--- src/rtl/tagi2c_master.sv ---
module tagi2c_master #(
  parameter int DIVW = 8
) (
  input  logic            clk,
  input  logic            rst_n,
  input  logic [DIVW-1:0] div,
  input  logic [15:0]     cmd_data,
  input  logic            cmd_valid,
  output logic            cmd_ready,
  output logic [15:0]     rx_data,
  output logic            rx_valid,
  input  logic            rx_ready,
  output logic            scl_oe,
  input  logic            scl_in,
  output logic            sda_oe,
  input  logic            sda_in,
  output logic            nack_err,
  input  logic            err_clr,
  output logic            bus_active
);
  localparam logic [3:0] T_START = 4'd1, T_DATA = 4'd2, T_LAST = 4'd3, T_RECV = 4'd4;
  localparam logic [3:0] S_IDLE = 4'd0, S_RSL = 4'd1, S_RSH = 4'd2, S_STA = 4'd3,
                         S_BIT = 4'd4, S_WAIT = 4'd5, S_RXW = 4'd6, S_SPL = 4'd7,
                         S_SPH = 4'd8, S_SPE = 4'd9;

  logic [3:0]  st, bitn;
  logic [DIVW:0] cnt;
  logic        ph, rd, last, sda_lo;
  logic [7:0]  sh;
  logic [8:0]  left;

  wire [DIVW:0] hp     = {1'b0, div} + (DIVW+1)'(3);
  wire [3:0]    tag    = (cmd_data[15:12] == 4'd0) ? cmd_data[11:8] : 4'hF;
  wire [7:0]    cbyte  = cmd_data[7:0];
  wire          run    = !(st == S_IDLE || st == S_WAIT || st == S_RXW);
  wire          hold   = !scl_oe && !scl_in;
  wire          tick   = run && !hold && (cnt == hp - 1'b1);
  wire          mid    = run && (cnt == (hp >> 1));
  wire          take   = cmd_valid && cmd_ready;
  wire          lastrd = (left == 9'd1);
  wire [7:0]    rbyte  = {sh[6:0], sda_in};

  assign cmd_ready  = (st == S_IDLE) || (st == S_WAIT);
  assign bus_active = (st != S_IDLE);
  assign sda_oe     = sda_lo;
  assign scl_oe     = (st == S_RSL) || (st == S_BIT && !ph) || (st == S_WAIT) ||
                      (st == S_RXW) || (st == S_SPL);

  always_ff @(posedge clk or negedge rst_n) begin
    if (!rst_n) begin
      st <= S_IDLE; cnt <= '0; ph <= 1'b0; bitn <= '0; sh <= '0; rd <= 1'b0;
      last <= 1'b0; left <= '0; sda_lo <= 1'b0; rx_valid <= 1'b0;
      rx_data <= '0; nack_err <= 1'b0;
    end else begin
      if (!run || tick) cnt <= '0;
      else if (!hold)   cnt <= cnt + 1'b1;
      if (rx_valid && rx_ready) rx_valid <= 1'b0;
      if (err_clr) nack_err <= 1'b0;
      case (st)
        S_IDLE: begin
          sda_lo <= 1'b0;
          if (take && !nack_err && tag == T_START) begin
            sh <= cbyte; sda_lo <= 1'b1; st <= S_STA;
          end
        end
        S_WAIT: if (take) begin
          case (tag)
            T_START: begin sh <= cbyte; st <= S_RSL; end
            T_DATA, T_LAST: begin
              sh <= cbyte; rd <= 1'b0; last <= (tag == T_LAST);
              st <= S_BIT; ph <= 1'b0; bitn <= '0;
            end
            T_RECV: begin
              rd <= 1'b1; left <= (cbyte == 8'd0) ? 9'd256 : {1'b0, cbyte};
              st <= S_BIT; ph <= 1'b0; bitn <= '0;
            end
            default: ;
          endcase
        end
        S_RSL: begin
          if (mid) sda_lo <= 1'b0;
          if (tick) st <= S_RSH;
        end
        S_RSH: if (tick) begin st <= S_STA; sda_lo <= 1'b1; end
        S_STA: if (tick) begin
          st <= S_BIT; ph <= 1'b0; bitn <= '0; rd <= 1'b0; last <= 1'b0;
        end
        S_BIT: begin
          if (!ph && mid)
            sda_lo <= (bitn == 4'd8) ? (rd && !lastrd) : (!rd && !sh[7]);
          if (tick && !ph) ph <= 1'b1;
          if (tick && ph) begin
            ph <= 1'b0;
            if (bitn != 4'd8) begin
              sh <= rbyte; bitn <= bitn + 4'd1;
              if (rd && bitn == 4'd7) begin
                rx_valid <= 1'b1;
                rx_data  <= {4'h0, lastrd ? T_LAST : T_DATA, rbyte};
              end
            end else if (rd) begin
              left <= left - 9'd1;
              st   <= lastrd ? S_SPL : S_RXW;
            end else if (sda_in) begin
              nack_err <= 1'b1; st <= S_SPL;
            end else begin
              st <= last ? S_SPL : S_WAIT;
            end
          end
        end
        S_RXW: if (!rx_valid) begin st <= S_BIT; ph <= 1'b0; bitn <= '0; end
        S_SPL: begin
          if (mid) sda_lo <= 1'b1;
          if (tick) st <= S_SPH;
        end
        S_SPH: if (tick) begin st <= S_SPE; sda_lo <= 1'b0; end
        S_SPE: if (tick) st <= S_IDLE;
        default: st <= S_IDLE;
      endcase
    end
  end
endmodule

--- config.mk ---
export PLATFORM = sky130hd
export DESIGN_NAME = tagi2c_master
export DESIGN_NICKNAME = d
export VERILOG_FILES = /design/src/rtl/tagi2c_master.sv
export SDC_FILE = /design/constraint.sdc
export NUM_CORES = 1
export LEC_CHECK = 0
export ABC_AREA = 1
export BUFFER_PORTS_ARGS = -buffer_cell sky130_fd_sc_hd__buf_2
export CORE_ASPECT_RATIO = 1.5
export CORE_MARGIN = 5
export CORE_UTILIZATION = 24
export CTS_BUF_LIST = sky130_fd_sc_hd__clkbuf_4
export DETAILED_ROUTE_END_ITERATION = 6
export HOLD_SLACK_MARGIN = 0.03
export SLEW_MARGIN = 5
export SYNTH_ARGS = -nofsm -noshare
export SYNTH_HDL_FRONTEND = slang
export SYNTH_SLANG_ARGS = --single-unit
--- constraint.sdc ---
create_clock -name clk -period 2.1 [get_ports clk]
set_input_delay 0 -clock clk [delete_from_list [all_inputs] [get_ports clk]]
set_output_delay 0 -clock clk [all_outputs]
set_load 0.02 [all_outputs]
==> impl_metrics.toml, run 1 <==
[outcome]
status = "completed"

[layout]
drive_gt1_frac = 0.250
mostFrequentLayoutCells = "nand2_1, inv_1, buf_4, nor2_1, dfrtp_1"
area_delta_synth_final_pct = 33.8
diodes = 0
final_area_sq_um = 5030
final_nets = 730
final_common_cell = "nand2_1"
fin_cells = 894

[pwr]
clkPwrFrac = 0.152
pwr-share-comb = 0.544
seqPwrFrac = 0.304
leakagePower_uw = 0.00253
worst_ir_drop_vdd_v = 0.000315
p_switching_uw = 1790
switching_share = 0.438
powerDensity_nw_per_um2 = 811
fin_total_pwr_uw = 4080
p_int_uw = 2290

[timing]
final.min_clock_period_ns = 2.09
setup_violations = 0
fin_crit_sh = 0.997
fin_worst_skew_ns = 0.0246
slew_violations = 0
grt_setup_unrepaired = "yes"
max_freq_mhz = 478
hold_viol = 0

[die]
start_util = 0.243
core_sq_um = 15500
die_area_sq_um = 18300
die_h_um = 163
rows = 56
die_x_um = 112
io_pins = 53

[grt]
grt_pass1_wl_mm = 17.2
overflow = 0
grt_use_met1 = 0.122
grt_use_met2 = 0.214
grt_pass1_vias = 3763
grtUsageMet3 = 0.0182
track_usage = 0.112
busiest_layer = "met2"
grt_max_degree = 28
antenna_found_initial = 0

[route]
wire_per_inst_um = 11.6
drc = 0
vias_per_cell = 4.40
first_pass_iters = 4
ant_nets = 0
drt_iter0_drc = 249
wirelength_mm = 10.4
via_count = 3938

[synth]
avgSynthCellArea_sq_um = 6.55
yosysSeqAreaShare = 0.333
ys_warn_count = 0
yosys.cell_types.count = 39
ys_seq_elements = 50
synthesis.area_sq_um = 3760
syn_inst = 574

[setup_path]
cp_slowest_stage_delay_ns = 0.44
worstSetupEndpointType = "flip-flop"
required_ns = 2.44
crit_top_cell = "nand2_2"
path_buf_inv = 2
path_max_fanout = 8
crit_chain = "inv_2 > nor2_2 > nand2_2 > nand2_2 > nor2_4 > nand3_2 > nor2_2 > nand2_2 > nor2_4 > nand3_4 > o21bai_4 > buf_6 > nand3_1 > nand2_1"
crit_arrival_ns = 2.43
path_delay_family = "simple AND/OR/NAND/NOR gates"
crit_type = "flip-flop to flip-flop"
critPathSlowestCell = "dfrtp_1"
start_kind = "flip-flop"

[clock_tree]
clock_path_buffers = 2
cts.clk_slew.worst_paths_ns = 0.18
clock_latency_ns = 0.41
cts_root_buf = "clkbuf_4"
cts_tree = "built"
clock-sinks = 50
cts_buffers = 5
ctsHtreeMaxLevel = 2

[place]
dp_cells = 867
placed_cell_area_sq_um = 4590
hpwl_mm = 8.36
gp_congestion = 0.891
port_buffers = 46

[hold_path]
hp-class = "input port to async pin"

[run]
drv_cap = 0
[repair_timing]
item	CTS	global route
hold endpoints to repair	63	0
hold buffers	12	0
buffers inserted	0	7
setup endpoints to repair	25	45
pin swaps	1	25
resized for setup	10	39
[final timing paths]
path,endpoint,slack [ns],depth (start not counted),start
worst min-delay path,left[6],0.04,2,rst_n
worst min register to register,rx_data[9],0.50,2,rx_data[9]
worst max-delay path,sh[7],0.007,14,st[0]
min in group clk,sh[4],0.06,7,cmd_data[4]
worst max register to register,sh[7],0.007,14,st[0]
max in group asynchronous,rx_data[9],1.40,3,rst_n
[power groups by stage]
stage / Combinational, uW / Sequential (uW) / Clock (uW)
finish: 2220 / 1240 / 619
global route: 2470 / 1260 / 679
CTS: 2060 / 1230 / 644
detailed placement: 2020 / 1240 / 0
global placement: 2010 / 1240 / 0
floorplan: 1250 / 1240 / 0
[per-layer routing]
metal  vias to the layer above  part of all wire
li1                       2052                 -
met1                      1793              0.40
met2                        73              0.53
met3                        20             0.038
met4                         0             0.032
met5                         -                 0
[stage by stage]
step | setup WS [ns] | setup TNS, ns | hold WS [ns] | util
2_1_floorplan | 0.0491 | 0 | -0.296 | -
3_3_place_gp | -0.0881 | -2.15 | -0.0548 | 0.296
3_5_place_dp | -0.155 | -3.73 | -0.0462 | 0.296
4_1_cts | -0.0181 | -0.0254 | 0.0362 | 0.313
5_1_grt | -0.158 | -3.09 | 0.0587 | 0.325
6_report | 0.00715 | 0 | 0.0372 | 0.325
[cells by family (layout without fill, tap and decap cells)]
family / count (synthesis) / count (layout) / synth area share
and+or+nand+nor: 324 / 324 / 0.380
buffers and inverters: 107 / 219 / 0.118
AOI/OAI and AO/OA: 71 / 71 / 0.110
DFF: 50 / 50 / 0.333
xor gates and xnor gates: 12 / 12 / 0.0280
adders and majority gates: 9 / 9 / 0.0300
other: 1 / 6 / 0.000998
[synthesized netlist by cell type (all sizes together)]
master	count	area, sq um
clkinv	2	7.51
a2bb2oi	1	8.76
nand2	175	679
xor2	12	105
o21a	3	22.5
dfrtp	50	1250
a32oi	1	8.76
a311oi	1	8.76
nor3	10	55.1
conb	1	3.75
o21ai	49	245
o221ai	1	8.76
nand3b	2	15.0
nand4	12	75.1
a21oi	11	66.3
inv	91	342
buf	10	77.6
clkbuf	4	16.3
o211ai	1	7.51
o21bai	2	26.3
ha	9	113
nand3	48	255
o2111a	1	11.3
nor4	4	25.0
nor3b	5	37.5
nor2	68	285
[final cells by class]
class / instances / area (sq um)
clock buffers: 5 / 37.5
clock inverters: 3 / 48.8
fillers: 1673 / 10500
inverters: 93 / 349
multi-input cells: 422 / 2250
flip-flops and latches: 50 / 1250
well taps: 203 / 254
repair buffers: 118 / 837
[flip-flops by register name, summed over array words and instances (netlist names)]
signal    count
sda_oe        1
nack_err      1
rx_valid      1
left          9
st            4
ph            1
rx_data      10
bitn          4
sh            8
last          1
cnt           9
rd            1
Note: power is estimated with default switching activity, not from simulation.
==> run 2: changes to the inputs <==
==> constraint.sdc (replaced) <==
create_clock -name clk -period 2.17 [get_ports clk]
set_input_delay 0 -clock clk [delete_from_list [all_inputs] [get_ports clk]]
set_output_delay 0 -clock clk [all_outputs]
set_load 0.02 [all_outputs]
==> impl_metrics.toml, run 2 (same netlist as run 1, synthesis figures left out) <==
[layout]
drive_gt1_frac = 0.201
regMostFlops = "rx_data"
area_delta_synth_final_pct = 25.9
final_nets = 709
mostFrequentLayoutCells = "nand2_1, inv_1, nor2_1, dfrtp_1, buf_2"
final_common_cell = "nand2_1"
fin_cells = 874
largest_reg_flops = 10
largestRegisters = "rx_data (10), cnt (9), left (9)"
num-fill-cells = 1700

[setup_path]
crit_start = "st[2]"
r2r_start = "st[2]"
crit_type = "flip-flop to flip-flop"
cp_slowest_stage_delay_ns = 0.44
crit_chain = "inv_2 > nor2_4 > nand2_1 > nor2_2 > nor2_4 > nand3_1 > nor2_1 > nand2_1 > nor2_4 > nand3_4 > o21bai_4 > nand2_2 > nand2_1 > nand2_1"
rr_endpoint = "bitn[3]"
path_max_fanout = 6
worstSetupEndpointType = "flip-flop"
required_ns = 2.46
crit_arrival_ns = 2.35
start_kind = "flip-flop"
crit_cells = 14
critPathSlowestCell = "dfrtp_1"
rrSetupSlack_ns = 0.11
r2r.worst_path.cells = 14
path_delay_family = "simple AND/OR/NAND/NOR gates"
path_buf_inv = 1
crit_end = "bitn[3]"
crit_top_cell = "nand2_1"

[timing]
fin_worst_skew_ns = 0.0176
slew_violations = 0
fin_crit_sh = 0.949
setup_violations = 0
whs_ns = 0.0466
final.min_clock_period_ns = 2.06
grt_setup_unrepaired = "yes"
hold_viol = 0
max_freq_mhz = 486

[clock_tree]
clock-sinks = 50
cts.clk_slew.worst_paths_ns = 0.16
cts_buffers = 5
clock_latency_ns = 0.39
cts_tree = "built"
clock_path_buffers = 2
ctsHtreeMaxLevel = 2
cts_root_buf = "clkbuf_4"

[hold_path]
hp-class = "input port to flip-flop"

[place]
dp_cells = 852
gp_congestion = 0.858
port_buffers = 46
hpwl_mm = 8.11

[grt]
grt_pass1_wl_mm = 16.9
grt_pass1_vias = 3717
grt_max_degree = 36
track_usage = 0.111
antenna_found_initial = 1
overflow = 0

[route]
vias_per_cell = 4.39
drt_iter0_drc = 233
wirelength_mm = 10.0
wire_per_inst_um = 11.5
ant_nets = 0
drc = 0
first_pass_iters = 6
via_count = 3837

[die]
core_sq_um = 15500
die_x_um = 112
rows = 56
die_h_um = 163
io_pins = 53
die_area_sq_um = 18300
start_util = 0.243

[run]
drv_cap = 0

[pwr]
powerDensity_nw_per_um2 = 771
leakagePower_uw = 0.00240
worst_ir_drop_vdd_v = 0.000213

[outcome]
status = "completed"
[run 2: cell count changes in the layout (fill, tap and decap cells not counted), moves of 2 or more]
cell / previous run / this run
buf_4: 55 / 40
nand2_1: 157 / 166
nand2_2: 13 / 5
nand3_1: 38 / 44
nand3_2: 7 / 2
dlygate4sd3_1: 12 / 9
buf_6: 3 / 1
nor2_2: 7 / 9
nor2_4: 7 / 5
o21ai_0: 24 / 26
[run 2: worst min path at each step]
stage                     start  endpoint  depth (start not counted)
floorplan                 rst_n   bitn[0]                          0
global placement          rst_n      last                          1
detailed placement        rst_n      last                          1
CTS                 cmd_data[3]   left[8]                          4
global route        cmd_data[3]   left[8]                          4
finish              cmd_data[3]   left[8]                          4
[run 2: area by class of cell]
cell class / instances / area, sq um / share of cell area
Multi-Input combinational cell: 422 / 2160 / 0.457
Timing Repair Buffer: 97 / 652 / 0.138
Clock buffer: 5 / 37.5 / 0.00794
Clock inverter: 3 / 21.3 / 0.00450
Antenna cell: 1 / 2.50 / 0.000529
Inverter: 93 / 349 / 0.0738
Tap cell: 203 / 254 / 0.0537
Sequential cell: 50 / 1250 / 0.265
[run 2: routing by layer]
| metal | track usage | part of all wire | vias up |
|---|---|---|---|
| met1 | 0.122 | 0.41 | 1708 |
| met5 | 0 | 0 | - |
| li1 | - | - | 2016 |
| met4 | 0.0421 | 0.031 | 0 |
| met2 | 0.211 | 0.52 | 90 |
| met3 | 0.0174 | 0.039 | 23 |
[run 2: timing repair]
item / in CTS / in global routing
hold buffers: 9 / 0
endpoints found under the hold margin: 27 / 0
buffers inserted: 1 / 3
resized for setup: 3 / 18
cloned: 0 / 0
pin swaps: 0 / 11
endpoints found under the setup margin: 10 / 37
[run 2: where the power goes]
part           switching (uW)  leakage, uW  internal [uW]
Clock                     325    0.0000312            127
Sequential                124     0.000630           1080
Combinational            1180      0.00174            808
Total                    1630      0.00240           2020
[run 2: worst reg2reg max path, delay by kind of cell (launching register included)]
family                 cells  cell delay [ns]
AOI/OAI and AO/OA          1             0.27
buffers and inverters      1             0.08
DFF                        1             0.44
and+or+nand+nor           12             1.19
[run 2: stage by stage]
stage | setup WS (ns) | cell area (sq um) | total power (uW) | util | TNS, ns
3_5_place_dp | -0.0843 | 4460 | 3080 | 0.288 | -0.971
2_1_floorplan | 0.119 | 3780 | 2410 | - | 0
6_report | 0.111 | 4730 | 3650 | 0.305 | 0
3_3_place_gp | 0.00908 | 4460 | 3080 | 0.288 | 0
4_1_cts | 0.0236 | 4630 | 3570 | 0.299 | 0
5_1_grt | -0.0615 | 4730 | 3960 | 0.305 | -0.725
